### src/rtl/i2c_evt_pkg.sv
package i2c_evt_pkg;

    localparam int NUM_IRQ  = 5;   // interrupt-capable events
    localparam int NUM_FLAG = 7;   // all sticky event flags
    localparam int VEC_W    = $clog2(NUM_IRQ + 1);
    localparam int BUSY_POS = 12;

    localparam int OFS_EN   = 'h04;
    localparam int OFS_STAT = 'h08;
    localparam int OFS_VEC  = 'h0C;

    // Bit i of this struct is flag index i; lower index = more urgent.
    typedef struct packed {
        logic rx_ovr;
        logic tx_udf;
        logic tx_rdy;
        logic rx_rdy;
        logic acc_rdy;
        logic nack;
        logic arb_lost;
    } evt_t;

    typedef enum logic [VEC_W-1:0] {
        VEC_NONE = 3'd0,
        VEC_ARB  = 3'd1,
        VEC_NACK = 3'd2,
        VEC_ACC  = 3'd3,
        VEC_RX   = 3'd4,
        VEC_TX   = 3'd5
    } vec_code_e;

    // Position of flag index in the status word.
    function automatic int flag_pos(input int idx);
        case (idx)
            5:       return 10;
            6:       return 11;
            default: return idx;
        endcase
    endfunction

endpackage

### src/rtl/i2c_evt_flag.sv
module i2c_evt_flag (
    input  logic clk,
    input  logic rst,
    input  logic set_i,
    input  logic clr_i,
    output logic flag_o
);
    // Set has priority over clear.
    always_ff @(posedge clk) begin
        if (rst)        flag_o <= 1'b0;
        else if (set_i) flag_o <= 1'b1;
        else if (clr_i) flag_o <= 1'b0;
    end
endmodule

### src/rtl/i2c_evt_vec.sv
module i2c_evt_vec #(
    parameter int NUM_IRQ = 5,
    parameter int VEC_W   = 3
) (
    input  logic [NUM_IRQ-1:0] pend_i,
    output logic [VEC_W-1:0]   code_o,
    output logic [NUM_IRQ-1:0] hit_o
);
    // Scan from the least urgent to the most urgent so the lowest index wins.
    always_comb begin
        code_o = '0;
        hit_o  = '0;
        for (int i = NUM_IRQ - 1; i >= 0; i--) begin
            if (pend_i[i]) begin
                code_o   = VEC_W'(i + 1);
                hit_o    = '0;
                hit_o[i] = 1'b1;
            end
        end
    end
endmodule

### src/rtl/i2c_evt_irq_unit.sv
module i2c_evt_irq_unit
    import i2c_evt_pkg::*;
#(
    parameter int ADDR_W = 8,
    parameter int DATA_W = 16
) (
    input  logic              clk,
    input  logic              rst,
    input  logic              reg_wr,
    input  logic              reg_rd,
    input  logic [ADDR_W-1:0] reg_addr,
    input  logic [DATA_W-1:0] reg_wdata,
    output logic [DATA_W-1:0] reg_rdata,
    input  logic              ev_arb_lost,
    input  logic              ev_nack,
    input  logic              ev_acc_rdy,
    input  logic              ev_rx_rdy,
    input  logic              ev_tx_rdy,
    input  logic              ev_rx_ovr,
    input  logic              ev_tx_udf,
    input  logic              bus_busy,
    output logic              irq
);
    logic sel_en, sel_stat, sel_vec;
    logic wr_en, wr_stat, vec_take;

    assign sel_en   = (reg_addr == ADDR_W'(OFS_EN));
    assign sel_stat = (reg_addr == ADDR_W'(OFS_STAT));
    assign sel_vec  = (reg_addr == ADDR_W'(OFS_VEC));
    assign wr_en    = reg_wr & sel_en;
    assign wr_stat  = reg_wr & sel_stat;
    assign vec_take = reg_rd & sel_vec;

    evt_t                evt;
    logic [NUM_FLAG-1:0] evt_bits;
    logic [NUM_FLAG-1:0] flag_q;
    logic [NUM_IRQ-1:0]  en_q;
    logic [NUM_IRQ-1:0]  pend;
    logic [NUM_IRQ-1:0]  vec_hit;
    logic [VEC_W-1:0]    vec_code;
    logic [DATA_W-1:0]   stat_word;

    always_comb begin
        evt.arb_lost = ev_arb_lost;
        evt.nack     = ev_nack;
        evt.acc_rdy  = ev_acc_rdy;
        evt.rx_rdy   = ev_rx_rdy;
        evt.tx_rdy   = ev_tx_rdy;
        evt.tx_udf   = ev_tx_udf;
        evt.rx_ovr   = ev_rx_ovr;
    end
    assign evt_bits = evt;

    always_ff @(posedge clk) begin
        if (rst)        en_q <= '0;
        else if (wr_en) en_q <= reg_wdata[NUM_IRQ-1:0];
    end

    for (genvar g = 0; g < NUM_FLAG; g++) begin : g_flag
        localparam int POS = flag_pos(g);
        logic clr;
        if (g < NUM_IRQ) begin : g_irq
            assign clr = (wr_stat & reg_wdata[POS]) | (vec_take & vec_hit[g]);
        end else begin : g_plain
            assign clr = wr_stat & reg_wdata[POS];
        end
        i2c_evt_flag u_flag (
            .clk    (clk),
            .rst    (rst),
            .set_i  (evt_bits[g]),
            .clr_i  (clr),
            .flag_o (flag_q[g])
        );
    end

    assign pend = flag_q[NUM_IRQ-1:0] & en_q;
    assign irq  = |pend;

    i2c_evt_vec #(
        .NUM_IRQ (NUM_IRQ),
        .VEC_W   (VEC_W)
    ) u_vec (
        .pend_i (pend),
        .code_o (vec_code),
        .hit_o  (vec_hit)
    );

    always_comb begin
        stat_word = '0;
        for (int i = 0; i < NUM_FLAG; i++) begin
            stat_word[flag_pos(i)] = flag_q[i];
        end
        stat_word[BUSY_POS] = bus_busy;
    end

    always_comb begin
        if (sel_en)        reg_rdata = {{(DATA_W-NUM_IRQ){1'b0}}, en_q};
        else if (sel_stat) reg_rdata = stat_word;
        else if (sel_vec)  reg_rdata = {{(DATA_W-VEC_W){1'b0}}, vec_code};
        else               reg_rdata = '0;
    end
endmodule

### config.mk
export PLATFORM = sky130hd
export DESIGN_NAME = i2c_evt_irq_unit
export DESIGN_NICKNAME = d
export VERILOG_FILES = /design/src/rtl/i2c_evt_pkg.sv /design/src/rtl/i2c_evt_flag.sv /design/src/rtl/i2c_evt_vec.sv /design/src/rtl/i2c_evt_irq_unit.sv
export SDC_FILE = /design/constraint.sdc
export NUM_CORES = 1
export LEC_CHECK = 0
export BUFFER_PORTS_ARGS = -buffer_cell sky130_fd_sc_hd__buf_2
export CORE_MARGIN = 2
export CORE_UTILIZATION = 41
export DETAILED_ROUTE_END_ITERATION = 10
export PLACE_DENSITY = 0.87
export SLEW_MARGIN = 15
export SYNTH_ARGS = -nofsm -noshare
export SYNTH_HDL_FRONTEND = slang
export SYNTH_SLANG_ARGS = --single-unit
export TNS_END_PERCENT = 100
### constraint.sdc
create_clock -name clk -period 1.5 [get_ports clk]
set_input_delay 0.075 -clock clk [delete_from_list [all_inputs] [get_ports clk]]
set_output_delay 0.075 -clock clk [all_outputs]
set_load 0.005 [all_outputs]
==> impl_metrics.py <==
metrics = {
    "die": {
        "fp-row-count": 16,
        "core_area_mm2": 0.00192,
        "initial_utilization": 0.424,
        "dieHeight_um": 48.6,
        "io_pins": 53,
        "die_x_um": 48.6,
        "dieArea_mm2": 0.00236,
    },
    "synth": {
        "ys_ff_latch": 12,
        "synth_ff_type": "dfxtp_1",
        "synth_common_cells": "dfxtp_1 (12), nor2_1 (12), nand2_1 (10)",
        "synth_area_leader_cell": "dfxtp_1",
        "ys_warn_count": 0,
        "syn-mean-instance-area_um2": 7.84,
        "synth-edff-count": 0,
        "ys_top_cells_by_area": "dfxtp_1 (29%), buf_4 (7.4%), mux2i_1 (6.1%)",
        "synthArstFlopShare": 0,
        "yosys.cell_types.count": 31,
        "syn_inst": 104,
        "yosysSeqAreaShare": 0.294,
        "synth_top_cell_area_share": 0.294,
        "synth_area_um2": 816,
    },
    "timing": {
        "fmax_mhz": 619,
        "fin_skew_ps": 7.23,
        "finalSetupViolCount": 3,
        "fin_crit_ps": 1620,
        "period_share": 1.08,
        "hold_viol": 3,
        "finalSetupTns_ps": -145,
        "grt_setup_unrepaired": "yes",
        "hold_ws_ps": -1.81,
        "fin_ws_ps": -116,
        "finalMaxSlewViolations": 0,
    },
    "cts": {
        "htreeDepth": 1,
        "cts_tree": "built",
        "cts_buffers": 3,
        "clockBufferDepth": 2,
        "clkTransAtPathRegs_ps": 80,
        "clk_latency_ps": 280,
        "clock-root-buffer": "clkbuf_4",
        "cts_sinks": 12,
    },
    "placement": {
        "place_inst": 173,
        "place_worst_setup_slack_ps": 105,
        "port_buffers": 35,
        "dpl.hpwl_mm": 1.76,
        "place.gp.congestion": 0.841,
    },
    "critical_path": {
        "reg2reg_from": "g_flag[0].u_flag.flag_o",
        "crit_fanout": 2,
        "startpoint_type": "flop",
        "reg2reg_setup_slack_ps": 0,
        "critical_path_required_ps": 1420,
        "crit_arrival_ps": 1540,
        "crit_path_end_kind": "primary output",
        "worstReg2RegEnd": "g_flag[3].u_flag.flag_o",
        "reg2reg_depth": 5,
        "criticalPathCategory": "reg -> out",
    },
    "power": {
        "clockPowerShare": 0.361,
        "seqPwrFrac": 0.472,
        "leakagePower_nw": 0.579,
        "sw_frac_of_total": 0.262,
        "peakVddDrop_mv": 0.533,
        "combPwrFrac": 0.167,
        "p_int_w": 0.000539,
        "powerDensity_mw_per_mm2": 646,
        "switchingPower_w": 0.000191,
        "power_w": 0.000731,
    },
    "finish": {
        "syn2layout_area_growth_pct": 38.6,
        "diodes": 0,
        "multi_input_area_um2": 513,
        "finalNetCount": 189,
        "fill_cells": 190,
        "regArea_um2": 246,
        "drive_gt1_frac": 0.408,
        "finalNonFillerCells": 179,
    },
    "routing": {
        "firstDrtPassIters": 4,
        "route.detailed.drc": 0,
        "detail_route.wirelength.met1_um": 868,
        "drt_iter0_drc": 25,
        "wl_met2_mm": 1.18,
        "met3_length_um": 190,
        "wl_mm": 2.29,
        "maxUsedRoutingLayer": "met4",
        "avgRoutedWirePerCell_um": 12.8,
        "drtAntennaViolNets": 0,
        "routed_via_density": 5.38,
        "vias": 963,
    },
    "min_path": {
        "hp-class": "in -> reg",
        "min_path_cells": 2,
        "holdPathEnd": "g_flag[4].u_flag.flag_o",
        "hp-start": "ev_tx_rdy",
    },
    "global_routing": {
        "overflow": 0,
        "grt_pass1_vias": 943,
        "grt_pass1_wl_mm": 3.88,
        "grtUsageTotal": 0.203,
        "grt_antenna_before_repair": 0,
        "grt_max_degree": 13,
    },
    "status": {
        "violations": "negative hold slack, negative setup slack",
        "status": "finished with violations",
    },
    "job": {
        "max-cap-violations": 0,
    },
}
## cells by family (layout without fill, tap and decap cells)
| group | after synthesis | in the layout | synth area share |
|---|---|---|---|
| multiplexers | 6 | 6 | 0.0752 |
| AO/OA/AOI/OAI | 26 | 26 | 0.235 |
| other | 1 | 8 | 0.00460 |
| buffers and inverters | 18 | 59 | 0.120 |
| flip-flops | 12 | 12 | 0.294 |
| AND/OR/NAND/NOR | 41 | 41 | 0.271 |
## cells in the final DEF, fill, tap and decap left out, types with 4 or more instances in the layout
cell type  netlist  layout
nor2_1          12      12
nor2b_1          4       4
nand3_1          4       4
dfxtp_1         12       7
buf_2            0      35
conb_1           1       8
a22oi_1          5       5
a311oi_1         4       4
mux2i_1          5       5
a21oi_1          6       5
dfxtp_2          0       5
buf_4            8       8
nand2_1         10       8
inv_1            9       9
## power groups by stage
stage / logic (W) / clock network (W) / registers [W]
final: 0.000122 / 0.000264 / 0.000344
after CTS: 0.000120 / 0.000261 / 0.000343
after global placement: 0.000111 / 0 / 0.000349
after global routing: 0.000135 / 0.000279 / 0.000346
after detailed placement: 0.000117 / 0 / 0.000350
after floorplan: 0.0000641 / 0 / 0.000350
## through the flow
| step | utilization | area [µm²] |
|---|---|---|
| after floorplan | - | 842 |
| after global routing | 0.589 | 1130 |
| after global placement | 0.549 | 1050 |
| final | 0.589 | 1130 |
| after CTS | 0.583 | 1120 |
| after detailed placement | 0.549 | 1050 |
## what timing repair did
item                                   4_1_cts  5_1_grt
endpoints found under the hold margin        1        0
hold buffers                                 1        0
gates resized for setup                      5        6
cloned                                       0        0
buffers inserted                             1        0
pin swaps                                    2        2
setup endpoints to repair                    3        5
## metal layers
metal / track usage / up-vias
li1: - / 456
met1: 0.227 / 440
met2: 0.379 / 58
met3: 0.0278 / 9
met4: 0.0857 / 0
met5: 0 / -
## layout make-up
| class | count | share of cell area |
|---|---|---|
| Inverter | 9 | 0.0299 |
| Clock buffer | 4 | 0.0321 |
| Multi-Input combinational cell | 81 | 0.454 |
| Timing Repair Buffer | 46 | 0.237 |
| Tap cell | 27 | 0.0299 |
| Sequential cell | 12 | 0.218 |
## worst max-delay path, cell delays in order, from the launching register on
cell      delay [ps]
dfxtp_2          330
a222oi_1         450
buf_4            200
nand2_2           50
a21oi_2          110
buf_2            120
## sequential cells by signal, summed over array words and instances (netlist names)
name,count
g_flag.u_flag.flag_o,7
en_q,5
## worst max-delay path by stage
| stage | start | endpoint | depth (start not counted) |
|---|---|---|---|
| final | g_flag[0].u_flag.flag_o | reg_rdata[2] | 5 |
| after global routing | g_flag[0].u_flag.flag_o | reg_rdata[2] | 5 |
| after CTS | g_flag[0].u_flag.flag_o | reg_rdata[2] | 5 |
| after detailed placement | reg_addr[1] | en_q[1] | 5 |
| after global placement | en_q[0] | g_flag[3].u_flag.flag_o | 4 |
| after floorplan | en_q[0] | g_flag[3].u_flag.flag_o | 4 |
No activity file was read; power rests on OpenSTA's default activity.
